<file path="src/rtl/rof_pkg.sv">
package rof_pkg;

  typedef enum logic [1:0] {
    MV_INSERT     = 2'd0,
    MV_HOLD       = 2'd1,
    MV_FROM_LEFT  = 2'd2,
    MV_FROM_RIGHT = 2'd3
  } move_e;

  // Ordering key: flipping the sign bit turns a two's complement order
  // into an unsigned one, so one comparator serves both encodings.
  function automatic logic key_less(input logic [31:0] a, input logic [31:0] b,
                                    input bit sgn, input int w);
    logic [31:0] flip;
    flip = sgn ? (32'd1 << (w - 1)) : 32'd0;
    return (a ^ flip) < (b ^ flip);
  endfunction

  // Bits needed to tag ages 0..win-1.
  function automatic int age_width(input int win);
    return (win <= 2) ? 1 : $clog2(win);
  endfunction

endpackage

</file>
<file path="src/rtl/rof_age_scan.sv">
module rof_age_scan #(
  parameter int WIN   = 5,
  parameter int AGE_W = 3
) (
  input  logic [AGE_W-1:0] ages [WIN],
  output logic [WIN-1:0]   is_old,
  output logic [WIN-1:0]   at_or_left,
  output logic [WIN-1:0]   at_or_right
);

  localparam logic [AGE_W-1:0] EVICT_AGE = AGE_W'(WIN - 1);

  genvar gi;
  generate
    for (gi = 0; gi < WIN; gi++) begin : g_flag
      assign is_old[gi] = (ages[gi] == EVICT_AGE);
    end
  endgenerate

  // Prefix and suffix OR chains tell each cell on which side the evicted
  // entry lies.
  always_comb begin
    at_or_left[0] = is_old[0];
    for (int i = 1; i < WIN; i++) begin
      at_or_left[i] = at_or_left[i-1] | is_old[i];
    end
    at_or_right[WIN-1] = is_old[WIN-1];
    for (int i = WIN - 2; i >= 0; i--) begin
      at_or_right[i] = at_or_right[i+1] | is_old[i];
    end
  end

endmodule

</file>
<file path="src/rtl/rof_cell.sv">
module rof_cell
  import rof_pkg::*;
#(
  parameter int DATA_W    = 8,
  parameter int AGE_W     = 3,
  parameter int SIGNED    = 0,
  parameter int RESET_AGE = 0
) (
  input  logic              clk,
  input  logic              rst_n,
  input  logic              shift_en,
  input  logic [DATA_W-1:0] new_sample,
  input  logic [DATA_W-1:0] left_val,
  input  logic [AGE_W-1:0]  left_age,
  input  logic              left_lt,
  input  logic [DATA_W-1:0] right_val,
  input  logic [AGE_W-1:0]  right_age,
  input  logic              right_lt,
  input  logic              old_here,
  input  logic              old_at_or_left,
  input  logic              old_at_or_right,
  output logic [DATA_W-1:0] cell_val,
  output logic [AGE_W-1:0]  cell_age,
  output logic              cell_lt
);

  logic  old_strict_right;
  logic  old_strict_left;
  logic  take_right;
  logic  take_left;
  logic  keep;
  move_e move;

  assign cell_lt = key_less(32'(cell_val), 32'(new_sample), SIGNED != 0, DATA_W);

  assign old_strict_right = old_at_or_right & ~old_here;
  assign old_strict_left  = old_at_or_left  & ~old_here;

  // Cells at or beyond the vacancy pull from the right while the right
  // neighbour is below the new sample; cells at or before it pull from
  // the left while the left neighbour is not below it.
  assign take_right = old_at_or_left  & right_lt;
  assign take_left  = old_at_or_right & ~left_lt;
  // Left of the vacancy a smaller value stays; right of it a not-smaller one.
  assign keep       = (old_strict_right & cell_lt) | (old_strict_left & ~cell_lt);

  always_comb begin
    if (take_right)     move = MV_FROM_RIGHT;
    else if (take_left) move = MV_FROM_LEFT;
    else if (keep)      move = MV_HOLD;
    else                move = MV_INSERT;
  end

  always_ff @(posedge clk) begin
    if (!rst_n) begin
      cell_val <= '0;
      cell_age <= AGE_W'(RESET_AGE);
    end else if (shift_en) begin
      unique case (move)
        MV_FROM_RIGHT: begin
          cell_val <= right_val;
          cell_age <= right_age + 1'b1;
        end
        MV_FROM_LEFT: begin
          cell_val <= left_val;
          cell_age <= left_age + 1'b1;
        end
        MV_HOLD: begin
          cell_age <= cell_age + 1'b1;
        end
        default: begin
          cell_val <= new_sample;
          cell_age <= '0;
        end
      endcase
    end
  end

endmodule

</file>
<file path="src/rtl/rof_out_seq.sv">
module rof_out_seq #(
  parameter int WIN       = 5,
  parameter int GROUP_LEN = 1
) (
  input  logic clk,
  input  logic rst_n,
  input  logic in_valid,
  output logic out_valid
);

  localparam int FILL_W  = $clog2(WIN + 1);
  localparam int GROUP_W = $clog2(GROUP_LEN + 1);
  localparam logic [FILL_W-1:0]  FILL_LAST  = FILL_W'(WIN - 1);
  localparam logic [GROUP_W-1:0] GROUP_LAST = GROUP_W'(GROUP_LEN - 1);

  logic [FILL_W-1:0]  fill_cnt;
  logic [GROUP_W-1:0] group_cnt;
  logic               window_full;
  logic               group_end;

  assign window_full = (fill_cnt == FILL_LAST);
  assign group_end   = (group_cnt == GROUP_LAST);

  always_ff @(posedge clk) begin
    if (!rst_n) begin
      fill_cnt  <= '0;
      group_cnt <= '0;
      out_valid <= 1'b0;
    end else begin
      out_valid <= in_valid & window_full & group_end;
      if (in_valid) begin
        if (!window_full) fill_cnt <= fill_cnt + 1'b1;
        group_cnt <= group_end ? '0 : group_cnt + 1'b1;
      end
    end
  end

endmodule

</file>
<file path="src/rtl/rank_order_filter.sv">
module rank_order_filter
  import rof_pkg::*;
#(
  parameter int DATA_W    = 8,
  parameter int HALF_WIN  = 2,
  parameter int SIGNED    = 0,
  parameter int RANK      = HALF_WIN,
  parameter int GROUP_LEN = 1
) (
  input  logic              clk,
  input  logic              rst_n,
  input  logic              in_valid,
  input  logic [DATA_W-1:0] in_data,
  output logic              out_valid,
  output logic [DATA_W-1:0] out_data
);

  localparam int WIN   = 2 * HALF_WIN + 1;
  localparam int AGE_W = age_width(WIN);

  logic [DATA_W-1:0] pe_val [WIN];
  logic [AGE_W-1:0]  pe_age [WIN];
  logic [WIN-1:0]    pe_lt;
  logic [WIN-1:0]    is_old;
  logic [WIN-1:0]    old_at_or_left;
  logic [WIN-1:0]    old_at_or_right;

  rof_age_scan #(
    .WIN   (WIN),
    .AGE_W (AGE_W)
  ) u_scan (
    .ages        (pe_age),
    .is_old      (is_old),
    .at_or_left  (old_at_or_left),
    .at_or_right (old_at_or_right)
  );

  genvar gi;
  generate
    for (gi = 0; gi < WIN; gi++) begin : g_cell
      logic [DATA_W-1:0] lval;
      logic [AGE_W-1:0]  lage;
      logic              llt;
      logic [DATA_W-1:0] rval;
      logic [AGE_W-1:0]  rage;
      logic              rlt;

      if (gi == 0) begin : g_lo_edge
        assign lval = '0;
        assign lage = '0;
        assign llt  = 1'b1;
      end else begin : g_lo_link
        assign lval = pe_val[gi-1];
        assign lage = pe_age[gi-1];
        assign llt  = pe_lt[gi-1];
      end

      if (gi == WIN - 1) begin : g_hi_edge
        assign rval = '0;
        assign rage = '0;
        assign rlt  = 1'b0;
      end else begin : g_hi_link
        assign rval = pe_val[gi+1];
        assign rage = pe_age[gi+1];
        assign rlt  = pe_lt[gi+1];
      end

      rof_cell #(
        .DATA_W    (DATA_W),
        .AGE_W     (AGE_W),
        .SIGNED    (SIGNED),
        .RESET_AGE (gi)
      ) u_cell (
        .clk             (clk),
        .rst_n           (rst_n),
        .shift_en        (in_valid),
        .new_sample      (in_data),
        .left_val        (lval),
        .left_age        (lage),
        .left_lt         (llt),
        .right_val       (rval),
        .right_age       (rage),
        .right_lt        (rlt),
        .old_here        (is_old[gi]),
        .old_at_or_left  (old_at_or_left[gi]),
        .old_at_or_right (old_at_or_right[gi]),
        .cell_val        (pe_val[gi]),
        .cell_age        (pe_age[gi]),
        .cell_lt         (pe_lt[gi])
      );
    end
  endgenerate

  rof_out_seq #(
    .WIN       (WIN),
    .GROUP_LEN (GROUP_LEN)
  ) u_seq (
    .clk       (clk),
    .rst_n     (rst_n),
    .in_valid  (in_valid),
    .out_valid (out_valid)
  );

  assign out_data = pe_val[RANK];

endmodule

</file>
<file path="config.mk">
export PLATFORM = sky130hd
export DESIGN_NAME = rank_order_filter
export DESIGN_NICKNAME = d
export VERILOG_FILES = /design/src/rtl/rof_pkg.sv /design/src/rtl/rof_age_scan.sv /design/src/rtl/rof_cell.sv /design/src/rtl/rof_out_seq.sv /design/src/rtl/rank_order_filter.sv
export SDC_FILE = /design/constraint.sdc
export NUM_CORES = 1
export LEC_CHECK = 0
export BUFFER_PORTS_ARGS = -buffer_cell sky130_fd_sc_hd__buf_2
export CORE_MARGIN = 8
export CORE_UTILIZATION = 40
export CTS_CLUSTER_DIAMETER = 200
export CTS_CLUSTER_SIZE = 20
export DETAILED_ROUTE_END_ITERATION = 7
export PLACE_DENSITY = 0.56
export SLEW_MARGIN = 20
export SYNTH_ARGS = -nofsm -noshare
export SYNTH_HDL_FRONTEND = slang
export SYNTH_SLANG_ARGS = --single-unit
</file>
<file path="constraint.sdc">
create_clock -name clk -period 2.96 [get_ports clk]
set_input_delay 0.148 -clock clk [delete_from_list [all_inputs] [get_ports clk]]
set_output_delay 0.148 -clock clk [all_outputs]
set_load 0.05 [all_outputs]
</file>
==> qor.txt, run 1 <==
======================================================================================
Die area                                                                     14500 µm²
Core ar.                                                                     10700 µm²
Library cell contributing the largest single delay on the critical path        dfxtp_1
Number of unique standard cell types used by synthesis                              58
Commonest non-fill, non-tap cell in the layout                                 dfxtp_1
1st-pass router iterations                                                           5
Dominant cells by area after synthesis                                    dfxtp_1 27%, ha_1 13%, mux2i_1 6.4%
Leading cell types in the layout, fill and taps excluded                  59 x dfxtp_1, 47 x o21ai_0, 47 x ha_1
Largest vdd supply drop                                                       0.174 mV
YS warnings                                                                          0
Endpoint of the worst-slack reg-to-reg timing path                        g_cell[2].u_cell.cell_val[2]$_SDFFE_PN0P_
Result of the run                                                         finished, final reports clean
Total of hold buffers inserted after clock tree synthesis                            0
Async S/R FF share, synth                                                            0
Maximum achievable frequency                                                   378 MHz
Worst Setup Start Kind                                                        register
Total via count after detailed routing                                            4032
Biggest fanout along the worst timing path                                           8
Worst R2R Setup Slack                                                           320 ps
Type of the setup path with the least slack                               register to register
Area Growth Syn to Fin                                                           9.29%
Final worst slack                                                               317 ps
Net count of the finished layout                                                   589
Area leader, netlist                                                           dfxtp_1
Flop and latch count out of synthesis                                               59
Data required time of the critical path                                        3200 ps
Row count                                                                           38
Maximum number of pins on one net before global-route repair                        51
WL final                                                                       12.3 mm
CP peak stage delay                                                             440 ps
CTS Buf Count                                                                        9
Number of sinks handled by clock tree synthesis                                     59
Routed WL per cell                                                             18.2 µm
Clock Latency Late Sink                                                         350 ps
Met3 Routed Length                                                              470 µm
Period utilization                                                               0.893
Number of global-route vias before repair                                         3959
DRC violations left                                                                  0
Starting utilization of the core area                                            0.406
Number of instances in the synthesized netlist                                     518
Critical path arrival                                                          2880 ps
Clock-pin slew on the worst setup and hold paths                                 70 ps
Routed length on met2                                                          5.94 mm
Fraction of layout instances using a drive strength above 1                      0.104
Element type at the critical path end                                         register
Layout Skew                                                                    10.5 ps
Total of buffers placed on input and output ports                                   19
Number of fill cells in the layout                                                1110
Vias per std cell                                                                 5.96
Max-slew headroom                                                                0.386
Power density over the cells                                                484 nW/µm²
CTS tree                                                                          done
Final Hold Viols                                                                     0
GRT Total Usage                                                                  0.175
Final Max Slew Viols                                                                 0
Slew at the pin closest to its max-slew limit                                   918 ps
Placer congestion estimate                                                       0.847
Post-detailed-route count of antenna-violating nets                                  0
Detailed-routing wirelength on met1                                            5.67 mm
Detailed Route Iter0 Violations                                                    261
Post-synthesis cell area                                                      4360 µm²
Portion of synthesized cell area occupied by the leading cell type               0.271
Crit path time final                                                           2640 ps
Initial antenna violation count                                                      0
Origin of the critical flop-to-flop path                                  g_cell[2].u_cell.cell_val[1]$_SDFFE_PN0P_
Die Width                                                                       120 µm
GRT Residual Overflow                                                                0
Worst Setup Slack post-DPL                                                      254 ps
Number of levels in the clock H-tree                                                 3
Highest metal layer with signal wires                                             met4
Accumulated negative setup slack                                                  0 ps
First-pass GRT wire length                                                     20.4 mm
Number of diodes added for antenna fixing                                            0
Half-perimeter wire length of the detailed placement result                    9.23 mm
Final setup violation count                                                          0
Post-Synthesis Net Count                                                           576
Average instance area after synthesis                                         8.42 µm²
Post-CTS setup repair buffer count                                                   0
Number of flops mapped to enable cells by yosys                                      0
Unrepaired setup endpoints after global routing                                     no
Clock buffer depth                                                                   2
Worst Setup SP                                                            g_cell[2].u_cell.cell_val[1]$_SDFFE_PN0P_
Proportion of synthesized chip area in sequential cells                          0.271
Max capacitance violation total                                                      0
Predominant post-synthesis flop cell                                           dfxtp_1
Critical Path End                                                         g_cell[2].u_cell.cell_val[2]$_SDFFE_PN0P_
Chip height                                                                     120 µm
Number of I/O pins                                                                  20
Tightest Hold Check Type                                                  primary input to register
Depth of the worst register-to-register path                                         7
Root Driver                                                                   clkbuf_8
Cells along the critical path                                             ha_1 -> a2111o_1 -> a211oi_4 -> mux2i_1 -> nor3_4 -> o21a_4 -> a22o_1
Post-CTS sizing                                                                      0
Static leakage power                                                           2.24 nW
======================================================================================
cells in the mapped netlist (10+ instances only):
cell        n
o2bb2ai_1  10
a21oi_1    44
a22o_1     10
clkbuf_1   25
o211a_1    20
nand2b_1   14
mux2i_1    28
o21ai_0    47
ha_1       47
o21a_1     11
inv_1      29
nand2_1    44
nor2_1     19
dfxtp_1    59
state kept, by name, indices dropped and copies added (netlist names):
signal                  flops
u_seq.fill_cnt              3
u_seq.out_valid             1
g_cell.u_cell.cell_val     40
g_cell.u_cell.cell_age     15
how the worst min path moves through the flow:
stage	startpoint	endpoint	slack, ps	cells past startpoint
2_1_floorplan	rst_n	g_cell[1].u_cell.cell_age[2]$_SDFFE_PN0P_	370	2
3_3_place_gp	g_cell[1].u_cell.cell_age[1]$_SDFFE_PN0P_	g_cell[1].u_cell.cell_age[1]$_SDFFE_PN0P_	480	2
3_5_place_dp	g_cell[1].u_cell.cell_age[1]$_SDFFE_PN0P_	g_cell[1].u_cell.cell_age[1]$_SDFFE_PN0P_	480	2
4_1_cts	in_data[7]	g_cell[0].u_cell.cell_val[7]$_SDFFE_PN0P_	200	4
5_1_grt	rst_n	g_cell[1].u_cell.cell_age[1]$_SDFFE_PN0P_	230	3
6_report	rst_n	g_cell[1].u_cell.cell_age[1]$_SDFFE_PN0P_	230	3
area by class of cell:
type,instances,area (µm²),share of cell area
Inverter,29,109,0.0228
Multi-Input combinational cell,398,2940,0.617
Clock inverter,3,15.0,0.00315
Tap cell,140,175,0.0367
Timing Repair Buffer,34,208,0.0436
Sequential cell,59,1180,0.248
Clock buffer,13,139,0.0291
routing by layer:
metal,track usage,vias to the layer above
met3,0.0345,21
met1,0.214,1944
met5,0,-
met2,0.297,99
met4,0.0656,0
li1,-,1968
logic make-up after synthesis:
group           synth area share
compound gates             0.330
simple gates               0.128
buf+inv                   0.0551
flops                      0.271
fa+ha+maj                  0.135
mux                       0.0668
xor+xnor                  0.0141
per-stage QoR:
stage / hold WS (ps) / area (µm²) / total power (W) / instances / utilization
detailed placement: 477 / 4610 / 0.00169 / 660 / 0.429
global placement: 478 / 4610 / 0.00168 / 660 / 0.429
finish: 227 / 4770 / 0.00231 / 676 / 0.444
global route: 226 / 4770 / 0.00246 / 676 / 0.444
CTS: 202 / 4770 / 0.00233 / 676 / 0.444
floorplan: 372 / 4360 / 0.00148 / 518 / -
worst max-delay path, delay by kind of cell, from the launching register on:
family,cells,cell delay (ps)
AOI/OAI and AO/OA,4,1300
adders and majority gates,1,270
DFF,1,440
muxes,1,390
and+or+nand+nor,1,120
power by group:
group,total [W],switching [W],internal (W)
logic,0.000712,0.000425,0.000287
clock network,0.000630,0.000329,0.000301
registers,0.000965,0.0000929,0.000872
Power figures use the tool's default switching activity.
==> run 2: changes to the inputs <==
--- a/config.mk
+++ b/config.mk
@@ -12,6 +12,7 @@
 export CTS_CLUSTER_SIZE = 20
 export DETAILED_ROUTE_END_ITERATION = 7
 export PLACE_DENSITY = 0.56
+export RECOVER_POWER = 100
 export SLEW_MARGIN = 20
 export SYNTH_ARGS = -nofsm -noshare
 export SYNTH_HDL_FRONTEND = slang
==> qor.txt, run 2 (same netlist as run 1, synthesis figures left out) <==
===========================================================================
Maximum achievable frequency                                        371 MHz   -1.8%
Row count                                                                38   unchanged
Number of I/O pins                                                       20   unchanged
Post-detailed-route count of antenna-violating nets                       0   unchanged
Core ar.                                                          10700 µm²   unchanged
Clock-pin slew on the worst setup and hold paths                      70 ps   about the same
Die Width                                                            120 µm   unchanged
Period utilization                                                    0.909   +0.0165
Utilization of the core after routing                                 0.439   -0.00454
Chip height                                                          120 µm   unchanged
Leading cell types in the layout, fill and taps excluded       59 x dfxtp_1, 47 x o21ai_0, 47 x ha_1
Total of buffers placed on input and output ports                        19   unchanged
Number of fill cells in the layout                                     1125   +1.4%
DRC violations left                                                       0   unchanged
Crit path time final                                                2690 ps   +48.7 ps
GRT Residual Overflow                                                     0   unchanged
Accumulated negative setup slack                                       0 ps   unchanged
Initial antenna violation count                                           0   unchanged
Worst Setup Start Kind                                             register
Data required time of the critical path                             3200 ps   about the same
Static leakage power                                                2.18 nW   -2.7%
Total via count after detailed routing                                 4035   +0.074%
Slew at the pin closest to its max-slew limit                       1130 ps   +209 ps
CTS tree                                                               done
Number of global-route vias before repair                              3959   unchanged
Clock Latency Late Sink                                              340 ps   about the same
Top Registers                                                  g_cell.u_cell.cell_val: 40 flops, g_cell.u_cell.cell_age: 15 flops, u_seq.fill_cnt: 3 flops
Half-perimeter wire length of the detailed placement result         9.23 mm   unchanged
Number of diodes added for antenna fixing                                 0   unchanged
Area Growth Syn to Fin                                                8.17%
Final Max Slew Viols                                                      0   unchanged
Fraction of layout instances using a drive strength above 1          0.0765   -0.0280
Total of hold buffers inserted after clock tree synthesis                 0   unchanged
Starting utilization of the core area                                 0.406   unchanged
Placer congestion estimate                                            0.847   unchanged
Biggest fanout along the worst timing path                                8   unchanged
Net count of the finished layout                                        589   unchanged
1st-pass router iterations                                                4   -1
Register ranked first by flip-flop count                       g_cell.u_cell.cell_val
First-pass GRT wire length                                          20.4 mm   unchanged
Element type at the critical path end                              register
Post-CTS sizing                                                           0   unchanged
Tightest Hold Check Type                                       primary input to register
GRT Total Usage                                                       0.175   unchanged
WL final                                                            12.4 mm   +0.30%
Power density over the cells                                     486 nW/µm²   +0.46%
Root Driver                                                        clkbuf_8
Final setup violation count                                               0   unchanged
Final Hold Viols                                                          0   unchanged
Routed WL per cell                                                  18.3 µm   +0.30%
Clock buffer depth                                                        2   unchanged
Detailed Route Iter0 Violations                                         265   +1.5%
Vias per std cell                                                      5.97   about the same
Layout Skew                                                         9.69 ps   -0.827 ps
Die area                                                          14500 µm²   unchanged
Maximum number of pins on one net before global-route repair             51   unchanged
Max-slew headroom                                                     0.249   -0.137
Result of the run                                              finished, final reports clean
Number of levels in the clock H-tree                                      3   unchanged
Critical path arrival                                               2930 ps   +50 ps
Max capacitance violation total                                           0   unchanged
Overall power                                                     0.00230 W   -0.57%
Largest vdd supply drop                                            0.174 mV   about the same
CTS Buf Count                                                             9   unchanged
Unrepaired setup endpoints after global routing                          no
Commonest non-fill, non-tap cell in the layout                      dfxtp_1
Number of flip-flops under the largest register name                     40   unchanged
Post-CTS setup repair buffer count                                        0   unchanged
Type of the setup path with the least slack                    register to register
Number of sinks handled by clock tree synthesis                          59   unchanged
===========================================================================
-- run 2: cell types whose count changed in the layout (fill, tap and decap cells not counted), sizes merged --
cell / delta
clkbuf: +14
buf: -14
-- run 2: cell type report --
cell class,instances,area [µm²],share of cell area
Inverter,29,109,0.0231
Multi-Input combinational cell,398,2920,0.619
Sequential cell,59,1180,0.250
Clock buffer,13,139,0.0294
Tap cell,140,175,0.0371
Clock inverter,3,15.0,0.00318
Timing Repair Buffer,34,180,0.0382
-- run 2: power breakdown --
| group | switching [W] | internal (W) |
|---|---|---|
| clock | 0.000330 | 0.000301 |
| combinational | 0.000421 | 0.000277 |
| sequential | 0.0000933 | 0.000872 |
-- run 2: final timing paths --
check                                                               start                                   endpoint  slack, ps  depth (start not counted)
worst max-delay path            g_cell[2].u_cell.cell_val[1]$_SDFFE_PN0P_  g_cell[2].u_cell.cell_val[2]$_SDFFE_PN0P_        270                          7
worst min-delay path                                                rst_n  g_cell[1].u_cell.cell_age[2]$_SDFFE_PN0P_        220                          3
worst max register to register  g_cell[2].u_cell.cell_val[1]$_SDFFE_PN0P_  g_cell[2].u_cell.cell_val[2]$_SDFFE_PN0P_        270                          7
worst min register to register  g_cell[1].u_cell.cell_age[1]$_SDFFE_PN0P_  g_cell[1].u_cell.cell_age[1]$_SDFFE_PN0P_        490                          2
-- run 2: metal layers --
| metal | track usage | wire length [µm] |
|---|---|---|
| met3 | 0.0345 | 533 |
| met4 | 0.0656 | 210 |
| met1 | 0.214 | 5660 |
| met2 | 0.297 | 5960 |
| met5 | 0 | 0 |
-- run 2: critical path, stage by stage (launching register included) --
cell	delay (ps)
dfxtp_1	450
ha_1	270
a2111o_1	400
a211oi_4	420
mux2i_1	190
nor3_2	450
nor2_2	180
a22o_1	220
-- run 2: per-stage QoR --
| stage | hold slack [ps] | setup WS (ps) | cells | area (µm²) |
|---|---|---|---|---|
| after floorplan | 372 | 291 | 518 | 4360 |
| after global placement | 478 | 263 | 660 | 4610 |
| after detailed placement | 477 | 254 | 660 | 4610 |
| after CTS | 202 | 327 | 676 | 4770 |
| after global routing | 226 | 95.9 | 676 | 4720 |
| final | 224 | 268 | 676 | 4720 |
==> run 3: changes to the inputs <==
==> constraint.sdc (replaced) <==
create_clock -name clk -period 2.96 [get_ports clk]
set_input_delay 0.444 -clock clk [delete_from_list [all_inputs] [get_ports clk]]
set_output_delay 0.444 -clock clk [all_outputs]
set_load 0.05 [all_outputs]
==> qor.txt, run 3 (same netlist as run 1, synthesis figures left out) <==
===========================================================================
Routed WL per cell                                                  18.8 µm   +2.7%
Number of diodes added for antenna fixing                                 0   unchanged
CTS tree                                                               done
Largest vdd supply drop                                            0.356 mV   +100%
Period utilization                                                    0.919   +0.00922
Max capacitance violation total                                           1   +1
Failing checks                                                 max-capacitance violations, max-slew violations
Maximum achievable frequency                                        368 MHz   -1.0%
CTS Buf Count                                                             9   unchanged
Number of I/O pins                                                       20   unchanged
Detailed-routing wirelength on met1                                 6.05 mm   +7.0%
Net count of the finished layout                                        618   +4.9%
Commonest non-fill, non-tap cell in the layout                      dfxtp_1
Register ranked first by flip-flop count                       g_cell.u_cell.cell_val
Detailed Route Iter0 Violations                                         267   +0.75%
Final setup violation count                                               0   unchanged
Clock buffer depth                                                        2   unchanged
Half-perimeter wire length of the detailed placement result         9.72 mm   +5.4%
Startpoint of the tightest hold check path                            rst_n
Power density over the cells                                     491 nW/µm²   +0.91%
Cell internal power dissipation                                   0.00154 W   +6.4%
Clock share of power                                                  0.286   +0.011
GRT Residual Overflow                                                     0   unchanged
Worst R2R Setup Slack                                                240 ps   -30 ps
Unrepaired setup endpoints after global routing                          no
Number of levels in the clock H-tree                                      3   unchanged
Row count                                                                38   unchanged
Final Hold Viols                                                          0   unchanged
Routed length on met2                                               6.14 mm   +3.0%
Post-CTS sizing                                                           0   unchanged
Overall power                                                     0.00243 W   +6.0%
Seq pwr share                                                         0.394   -0.027
Leading cell types in the layout, fill and taps excluded       59 x dfxtp_1, 47 x o21ai_0, 47 x ha_1
Layout Skew                                                         11.7 ps   +2.01 ps
Endpoint of the worst-slack reg-to-reg timing path             g_cell[3].u_cell.cell_age[2]$_SDFFE_PN0P_
Worst Hold Path EP                                             g_cell[1].u_cell.cell_age[2]$_SDFFE_PN0P_
Post-CTS setup repair buffer count                                        0   unchanged
Slew at the pin closest to its max-slew limit                       2180 ps   +1050 ps
Initial antenna violation count                                           0   unchanged
Data required time of the critical path                             3250 ps   +50 ps
Proportion of power drawn by combinational gates                      0.320   +0.016
Static leakage power                                                2.32 nW   +6.4%
Number of global-route vias before repair                              4095   +3.4%
Number of fill cells in the layout                                     1107   -1.6%
Chip height                                                          120 µm   unchanged
Fin Hold WS                                                          486 ps   +262 ps
First-pass GRT wire length                                          21.3 mm   +4.3%
Element type at the critical path end                              register
Die area                                                          14500 µm²   unchanged
Result of the run                                              complete, but fails checks
Worst hold path stage count                                               3   unchanged
Depth of the worst register-to-register path                              7   unchanged
Post-detailed-route count of antenna-violating nets                       0   unchanged
1st-pass router iterations                                                5   +1
Die Width                                                            120 µm   unchanged
Worst Setup Start Kind                                             register
Fraction of layout instances using a drive strength above 1           0.120   +0.0439
Psw                                                              0.000889 W   +5.3%
Total via count after detailed routing                                 4171   +3.4%
Critical path arrival                                               3010 ps   +80 ps
Origin of the critical flop-to-flop path                       g_cell[2].u_cell.cell_val[1]$_SDFFE_PN0P_
Tightest Hold Check Type                                       primary input to register
Met3 Routed Length                                                   637 µm   +20%
Clock Latency Late Sink                                              370 ps   +30 ps
Vias per std cell                                                      5.92   -0.88%
Clock-pin slew on the worst setup and hold paths                      80 ps   about the same
Accumulated negative setup slack                                       0 ps   unchanged
WL final                                                            13.2 mm   +7.1%
Area Growth Syn to Fin                                                13.6%
Core ar.                                                          10700 µm²   unchanged
Maximum number of pins on one net before global-route repair             51   unchanged
Number of flip-flops under the largest register name                     40   unchanged
Root Driver                                                        clkbuf_8
Highest metal layer with signal wires                                  met4
Fraction of power spent switching nets                                0.366   -0.00234
Top Registers                                                  g_cell.u_cell.cell_val: 40 flops, g_cell.u_cell.cell_age: 15 flops, u_seq.fill_cnt: 3 flops
Placer congestion estimate                                            0.852   +0.64%
Total of hold buffers inserted after clock tree synthesis                 0   unchanged
Total of buffers placed on input and output ports                        19   unchanged
Type of the setup path with the least slack                    register to register
DRC violations left                                                       0   unchanged
Final Max Slew Viols                                                     51   +51
Biggest fanout along the worst timing path                                5   -3
Starting utilization of the core area                                 0.406   unchanged
GRT Total Usage                                                       0.186   +0.0111
Max-slew headroom                                                    -0.452   -0.701
Crit path time final                                                2720 ps   +27.3 ps
Number of sinks handled by clock tree synthesis                          59   unchanged
===========================================================================
run 3: power by group through the flow:
stage                     registers [W]  clock network (W)  logic (W)
final                          0.000958           0.000694   0.000779
after global routing           0.000968           0.000749   0.000863
after CTS                      0.000958           0.000718   0.000794
after detailed placement       0.000975                  0   0.000789
after global placement         0.000973                  0   0.000778
after floorplan                0.000980                  0   0.000503
run 3: how the worst max path moves through the flow:
stage / start / end / slack, ps / cells after the start
detailed placement: in_data[5] / g_cell[3].u_cell.cell_age[2]$_SDFFE_PN0P_ / 10 / 10
CTS: g_cell[1].u_cell.cell_val[5]$_SDFFE_PN0P_ / g_cell[1].u_cell.cell_age[1]$_SDFFE_PN0P_ / 330 / 10
floorplan: g_cell[2].u_cell.cell_val[1]$_SDFFE_PN0P_ / g_cell[2].u_cell.cell_val[0]$_SDFFE_PN0P_ / 290 / 7
finish: g_cell[2].u_cell.cell_val[1]$_SDFFE_PN0P_ / g_cell[3].u_cell.cell_age[2]$_SDFFE_PN0P_ / 240 / 7
global placement: in_data[5] / g_cell[3].u_cell.cell_age[2]$_SDFFE_PN0P_ / 70 / 10
global route: g_cell[2].u_cell.cell_val[1]$_SDFFE_PN0P_ / g_cell[3].u_cell.cell_age[2]$_SDFFE_PN0P_ / 80 / 7
run 3: area by class of cell:
type	instances	area (µm²)	area share
Tap cell	140	175	0.0353
Sequential cell	59	1180	0.238
Inverter	29	109	0.0220
Timing Repair Buffer	63	390	0.0788
Clock buffer	14	163	0.0328
Clock inverter	2	10.0	0.00202
Multi-Input combinational cell	398	2930	0.591
run 3: through the flow:
stage          setup slack [ps]  area [µm²]  utilization  cells
4_1_cts                     328        5030        0.468    705
3_3_place_gp               70.4        4860        0.452    689
5_1_grt                    75.4        4960        0.461    705
6_report                    241        4960        0.461    705
2_1_floorplan               291        4360            -    518
3_5_place_dp               9.85        4860        0.452    689
run 3: layer usage:
layer | vias to the layer above | global-route usage
li1 | 2029 | -
met1 | 1997 | 0.222
met2 | 113 | 0.306
met3 | 32 | 0.0508
met4 | 0 | 0.0843
met5 | - | 0
run 3: critical path: stages, from the launching register on:
cell and delay (ps):
dfxtp_1 460, ha_1 280, a2111o_1 380, a211oi_2 420, clkbuf_1 220, o211ai_1 220, or4b_1 560, o211ai_1 90
